$ cat config.mk
export PLATFORM = sky130hd
export DESIGN_NAME = ring_walker
export DESIGN_NICKNAME = d
export VERILOG_FILES = /design/src/rtl/ring_walker.sv
export SDC_FILE = /design/constraint.sdc
export NUM_CORES = 1
export LEC_CHECK = 0
export BUFFER_PORTS_ARGS = -buffer_cell sky130_fd_sc_hd__buf_2
export CAP_MARGIN = 20
export CORE_UTILIZATION = 54
export DETAILED_ROUTE_END_ITERATION = 10
export PLACE_DENSITY_LB_ADDON = 0.3
export RECOVER_POWER = 25
export SETUP_SLACK_MARGIN = 0.02
export SLEW_MARGIN = 25
export SYNTH_ARGS = -nofsm -noshare
export SYNTH_HDL_FRONTEND = slang
export SYNTH_SLANG_ARGS = --single-unit
$ cat constraint.sdc
create_clock -name clk -period 4.3 [get_ports clk]
set_input_delay 0.86 -clock clk [delete_from_list [all_inputs] [get_ports clk]]
set_output_delay 0.86 -clock clk [all_outputs]
set_load 0.02 [all_outputs]
$ cat src/rtl/ring_walker.sv
module ring_walker (
  input  logic        clk,
  input  logic        rst_n,
  input  logic        dir_tx,
  input  logic [23:0] ring_base,
  input  logic [2:0]  ring_code,
  input  logic        fetch_req,
  output logic        desc_valid,
  output logic [23:0] buf_addr,
  output logic [15:0] buf_len,
  output logic        buf_sop,
  output logic        buf_eop,
  output logic [6:0]  ring_idx,
  output logic        none_owned,
  input  logic        cmp_req,
  input  logic [4:0]  cmp_flags,
  input  logic [2:0]  cmp_retry,
  input  logic [11:0] cmp_count,
  output logic        cmp_done,
  output logic        mem_req,
  output logic        mem_we,
  output logic [23:0] mem_addr,
  output logic [15:0] mem_wdata,
  input  logic [15:0] mem_rdata,
  input  logic        mem_ack
);
  localparam int AW = 24;
  localparam int IW = 7;

  typedef enum logic [2:0] {S_IDLE, S_RD1, S_RD0, S_RD2, S_READY, S_WR3, S_WR1} st_t;

  st_t         st;
  logic [IW-1:0] idx;
  logic [15:0] w0;
  logic [9:0]  w1;
  logic [11:0] w2;
  logic [15:0] wb1, wb3;
  logic        empty_q, done_q;
  logic [1:0]  woff;
  logic [AW-1:0] base_al;
  logic [IW-1:0] idx_mask, idx_nxt;
  logic [15:0] wb1_new, wb3_new;

  assign base_al  = ring_base & ~24'h7;
  assign idx_mask = IW'((8'd1 << ring_code) - 8'd1);
  assign idx_nxt  = (idx + 1'b1) & idx_mask;

  always_comb begin
    case (st)
      S_RD0:   woff = 2'd0;
      S_RD2:   woff = 2'd2;
      S_WR3:   woff = 2'd3;
      default: woff = 2'd1;
    endcase
  end

  assign mem_req   = (st == S_RD1) || (st == S_RD0) || (st == S_RD2) ||
                     (st == S_WR3) || (st == S_WR1);
  assign mem_we    = (st == S_WR3) || (st == S_WR1);
  assign mem_addr  = base_al + {14'b0, idx, 3'b0} + {21'b0, woff, 1'b0};
  assign mem_wdata = (st == S_WR3) ? wb3 : (st == S_WR1) ? wb1 : 16'h0;

  always_comb begin
    if (dir_tx) begin
      wb1_new = {1'b0, |cmp_flags, 1'b0, cmp_retry, w1};
      wb3_new = {cmp_flags[4:3], 1'b0, cmp_flags[2:0], 10'b0};
    end else begin
      wb1_new = {1'b0, |cmp_flags[3:0], cmp_flags[3:0], w1};
      wb3_new = {4'b0, cmp_count};
    end
  end

  assign desc_valid = (st == S_READY);
  assign buf_addr   = {w1[7:0], w0};
  assign buf_len    = 16'(-{4'hF, w2});
  assign buf_sop    = w1[9];
  assign buf_eop    = w1[8];
  assign ring_idx   = idx;
  assign none_owned = empty_q;
  assign cmp_done   = done_q;

  always_ff @(posedge clk or negedge rst_n) begin
    if (!rst_n) begin
      st      <= S_IDLE;
      idx     <= '0;
      w0      <= '0;
      w1      <= '0;
      w2      <= '0;
      wb1     <= '0;
      wb3     <= '0;
      empty_q <= 1'b0;
      done_q  <= 1'b0;
    end else begin
      empty_q <= 1'b0;
      done_q  <= 1'b0;
      case (st)
        S_IDLE: if (fetch_req) st <= S_RD1;
        S_RD1: if (mem_ack) begin
          if (mem_rdata[15]) begin
            w1 <= mem_rdata[9:0];
            st <= S_RD0;
          end else begin
            empty_q <= 1'b1;
            st      <= S_IDLE;
          end
        end
        S_RD0: if (mem_ack) begin
          w0 <= mem_rdata;
          st <= S_RD2;
        end
        S_RD2: if (mem_ack) begin
          w2 <= mem_rdata[11:0];
          st <= S_READY;
        end
        S_READY: if (cmp_req) begin
          wb1 <= wb1_new;
          wb3 <= wb3_new;
          st  <= S_WR3;
        end
        S_WR3: if (mem_ack) st <= S_WR1;
        S_WR1: if (mem_ack) begin
          idx    <= idx_nxt;
          done_q <= 1'b1;
          st     <= S_IDLE;
        end
        default: st <= S_IDLE;
      endcase
    end
  end
endmodule

==> results.json <==
{
  "synth_seq_cells": 80,
  "post-route-util": 0.6877,
  "yosysWarnings": 0,
  "drc": 0,
  "antenna-diode-count": 0,
  "track_usage": 0.2313,
  "cts.repair_timing.setup_buffer_count": 0,
  "synth.area.top_cells": "sky130_fd_sc_hd__dfrtp_1 (45%), sky130_fd_sc_hd__mux2_2 (12%), sky130_fd_sc_hd__o21ai_0 (3.9%), sky130_fd_sc_hd__xnor2_1 (3.3%), sky130_fd_sc_hd__nand2_1 (2.9%)",
  "ctsHoldBuffers": 0,
  "worst_skew_pair.late_latency_ps": 350,
  "drt_wl_total_mm": 9.848,
  "grt_first_pass_wirelength_mm": 15.56,
  "min_period_over_period": 0.8011,
  "fp.dieArea_um2": 8632,
  "yosys.area.top_type": "sky130_fd_sc_hd__dfrtp_1",
  "slew_headroom": -0.3209,
  "hold_viol": 0,
  "cp-start-kind": "input pin",
  "filler_cells": 661,
  "maximum_single_stage_delay_on_the_critical_path_ps": 390,
  "clock_sinks": 80,
  "cell_internal_power_w": 0.002010,
  "async_reset_ff_frac": 1.000,
  "setup_repair_after_global_routing_missed_its_margin": "no",
  "floorplan.rows": 32,
  "core_um2": 7848,
  "fin_setup_tns_ps": 0,
  "crit_slowest_cell": "sky130_fd_sc_hd__fa_1",
  "timing.hold.ws_ps": 486.6,
  "global_route_overflow": 0,
  "grt_antenna_before_repair": 0,
  "crit_fanout": 8,
  "finalSetupViolCount": 0,
  "timing.critical_path.cells": "buf_2 -> ha_1 -> inv_1 -> fa_1 -> nor2b_1 -> o31ai_2 -> a211oi_1 -> xor2_1 -> buf_2",
  "part_of_the_total_power_dissipated_in_sequential_elements": 0.395,
  "die_h_um": 92.91,
  "number_of_distinct_library_cells_after_synthesis": 51,
  "cts_tree": "done",
  "hold_path_class": "reg -> reg",
  "floorplan.initialDensity": 0.5687,
  "maxCapViolCount": 1,
  "post_drt_via_cell_ratio": 5.464,
  "maxClockFrequency_ghz": 0.2903,
  "dr.first_iter.drc_count": 138,
  "mappedNetlistArea_um2": 4463,
  "final_design_area_no_fill_um2": 5396,
  "layout-drive-gt1-share": 0.4028,
  "worst-slew-pin-transition_ps": 1981,
  "timing.clock.skew_ps": 11.65,
  "gpl.final_weighted_congestion": 0.7696,
  "p_switching_w": 0.001441,
  "design.portCount": 163,
  "width_of_the_die_um": 92.91,
  "synth_area_per_cell_um2": 10.48,
  "cts_max_level": 3,
  "drv_slew": 81,
  "p_leak_nw": 2.636,
  "clockRootBuffer": "sky130_fd_sc_hd__clkbuf_8",
  "synth_enable_flop_cells": 0,
  "via_count_of_the_first_global_routing_pass": 3282,
  "route.vias.total": 3650,
  "synth_flop_cell": "sky130_fd_sc_hd__dfrtp_1",
  "status": "complete, but fails checks",
  "failed_checks": "max-capacitance violations, max-slew violations",
  "place.port_buffers": 155,
  "ant_nets": 0,
  "synthToLayoutAreaGrowth_pct": 20.91,
  "power_per_cell_area_nw_per_um2": 639.5,
  "layout_min_cycle_time_ps": 3445,
  "critPathCaptureType": "output port",
  "yosysSeqAreaShare": 0.4486,
  "crit_path_kind": "in -> out",
  "critical_path_arrival_ps": 2580,
  "post-dp-hpwl_mm": 7.192,
  "grt_max_degree": 81,
  "dr.pass1.iters": 4,
  "maximum_vdd_ir_drop_mv": 0.5029,
  "critPathRequiredTime_ps": 3440,
  "dpl-instance-area_um2": 5186,
  "clkTransAtPathRegs_ps": 80,
  "cts-resized-gates": 0,
  "synthesis.instances": 426,
  "cts_max_path_buffers": 2,
  "yosys.area.top_type_share": 0.4486,
  "timing.critical_path.mode_cell": "sky130_fd_sc_hd__buf_2",
  "routedWlPerCell_um": 14.74,
  "switching_share": 0.4176,
  "cts_made_buffers": 9,
  "p_clk_frac": 0.170,
  "pwr-share-comb": 0.435,
  "nNetsFinal": 640
}
-- through the flow --
stage                     total power, W  setup slack, ps  std cells
after floorplan                 0.002446             1032        429
after global placement          0.002828            912.1        652
after detailed placement        0.002888            858.8        652
after CTS                       0.003476            856.4        668
after global routing            0.003666            725.7        668
final                           0.003451            855.2        668
-- placed cells by master, fill, tap and decap left out, types with 2 or more instances in the layout --
cell type and count:
sky130_fd_sc_hd__a211oi_1 8, sky130_fd_sc_hd__a21o_1 3, sky130_fd_sc_hd__a21oi_1 8, sky130_fd_sc_hd__a22oi_1 14, sky130_fd_sc_hd__and2_1 2, sky130_fd_sc_hd__and3_1 4, sky130_fd_sc_hd__and4_1 3, sky130_fd_sc_hd__buf_2 154
sky130_fd_sc_hd__buf_4 3, sky130_fd_sc_hd__clkbuf_8 10, sky130_fd_sc_hd__conb_1 4, sky130_fd_sc_hd__dfrtp_1 80, sky130_fd_sc_hd__ha_1 9, sky130_fd_sc_hd__inv_1 10, sky130_fd_sc_hd__inv_6 2, sky130_fd_sc_hd__mux2_2 48
sky130_fd_sc_hd__mux2i_1 6, sky130_fd_sc_hd__nand2_1 35, sky130_fd_sc_hd__nand2b_1 12, sky130_fd_sc_hd__nand3_1 7, sky130_fd_sc_hd__nand3b_1 2, sky130_fd_sc_hd__nand4_1 3, sky130_fd_sc_hd__nand4b_1 2, sky130_fd_sc_hd__nor2_1 12
sky130_fd_sc_hd__nor2b_1 19, sky130_fd_sc_hd__nor3_1 6, sky130_fd_sc_hd__nor4_1 4, sky130_fd_sc_hd__o211ai_1 4, sky130_fd_sc_hd__o21a_1 3, sky130_fd_sc_hd__o21ai_0 35, sky130_fd_sc_hd__or4_1 2, sky130_fd_sc_hd__xnor2_1 17
sky130_fd_sc_hd__xor2_1 12
-- worst max-delay path, delay by kind of cell --
family / cells / cell delay [ps]
AND/OR/NAND/NOR: 1 / 200
buffers and inverters: 3 / 310
AO/OA/AOI/OAI: 2 / 470
XOR/XNOR: 1 / 160
adder cells (fa/ha/maj): 2 / 570
-- synth_stat cells (all sizes together) (2+ instances only) --
cell and instances:
nor2b 19, nand3 7, nand2b 13, nand3b 2
o211ai 4, a22oi 14, and2 2, clkbuf 12
buf 25, nand4b 3, nand4 3, a21oi 8
mux2i 6, xnor2 17, o21a 3, and4 3
nor3 7, mux2 48, o21ai 36, and3 4
nor3b 2, inv 10, a211oi 8, nand2 35
dfrtp 80, nor2 12, a21o 3, or4 2
xor2 12, nor4 4, ha 9
-- flip-flops by register name, summed over array words and instances (netlist names) --
register,flops
w1,10
ring_idx,7
wb1,15
wb3,15
st,3
none_owned,1
w2,12
w0,16
cmp_done,1
-- final timing paths --
kind | from | endpoint | slack (ps) | depth (start not counted)
setup / recovery | ring_base[3] | mem_addr[21] | 860 | 9
hold / removal | wb3[0] | wb3[0] | 490 | 2
setup reg to reg | st[2] | ring_idx[5] | 1980 | 3
hold reg to reg | wb3[0] | wb3[0] | 490 | 2
max in group asynchronous | rst_n | ring_idx[6] | 2070 | 1
min in group asynchronous | rst_n | w0[0] | 1040 | 1
-- cells by family after synthesis --
logic type / count (synthesis) / synth area share
XOR/XNOR: 29 / 0.05691
other: 1 / 0.0008402
multiplexers: 54 / 0.1346
AO/OA/AOI/OAI: 84 / 0.1189
buffers and inverters: 47 / 0.05691
AND/OR/NAND/NOR: 121 / 0.1536
adder cells (fa/ha/maj): 10 / 0.02972
flip-flops: 80 / 0.4486
-- final cells by class --
| type | instances | area [µm²] | share of cell area |
|---|---|---|---|
| Multi-Input combinational cell | 302 | 2218 | 0.4111 |
| Sequential cell | 80 | 2002 | 0.3710 |
| Timing Repair Buffer | 158 | 798.3 | 0.1479 |
| Clock buffer | 10 | 137.6 | 0.02550 |
| Tap cell | 102 | 127.6 | 0.02365 |
| Clock inverter | 6 | 75.07 | 0.01391 |
| Inverter | 10 | 37.54 | 0.006956 |
-- power groups by stage --
stage | clock network, W | registers [W] | logic (W)
final | 0.000586 | 0.00136 | 0.00150
after global routing | 0.000631 | 0.00141 | 0.00162
after CTS | 0.000598 | 0.00136 | 0.00152
after detailed placement | 0 | 0.00138 | 0.00151
after global placement | 0 | 0.00135 | 0.00148
after floorplan | 0 | 0.00138 | 0.00106
-- routing by layer --
metal  global-route usage  wire, µm
met1               0.3000      4245
met2               0.3787      4894
met3              0.06158       651
met4              0.07051        56
met5                    0         0
Note: power is estimated with default switching activity, not from simulation.
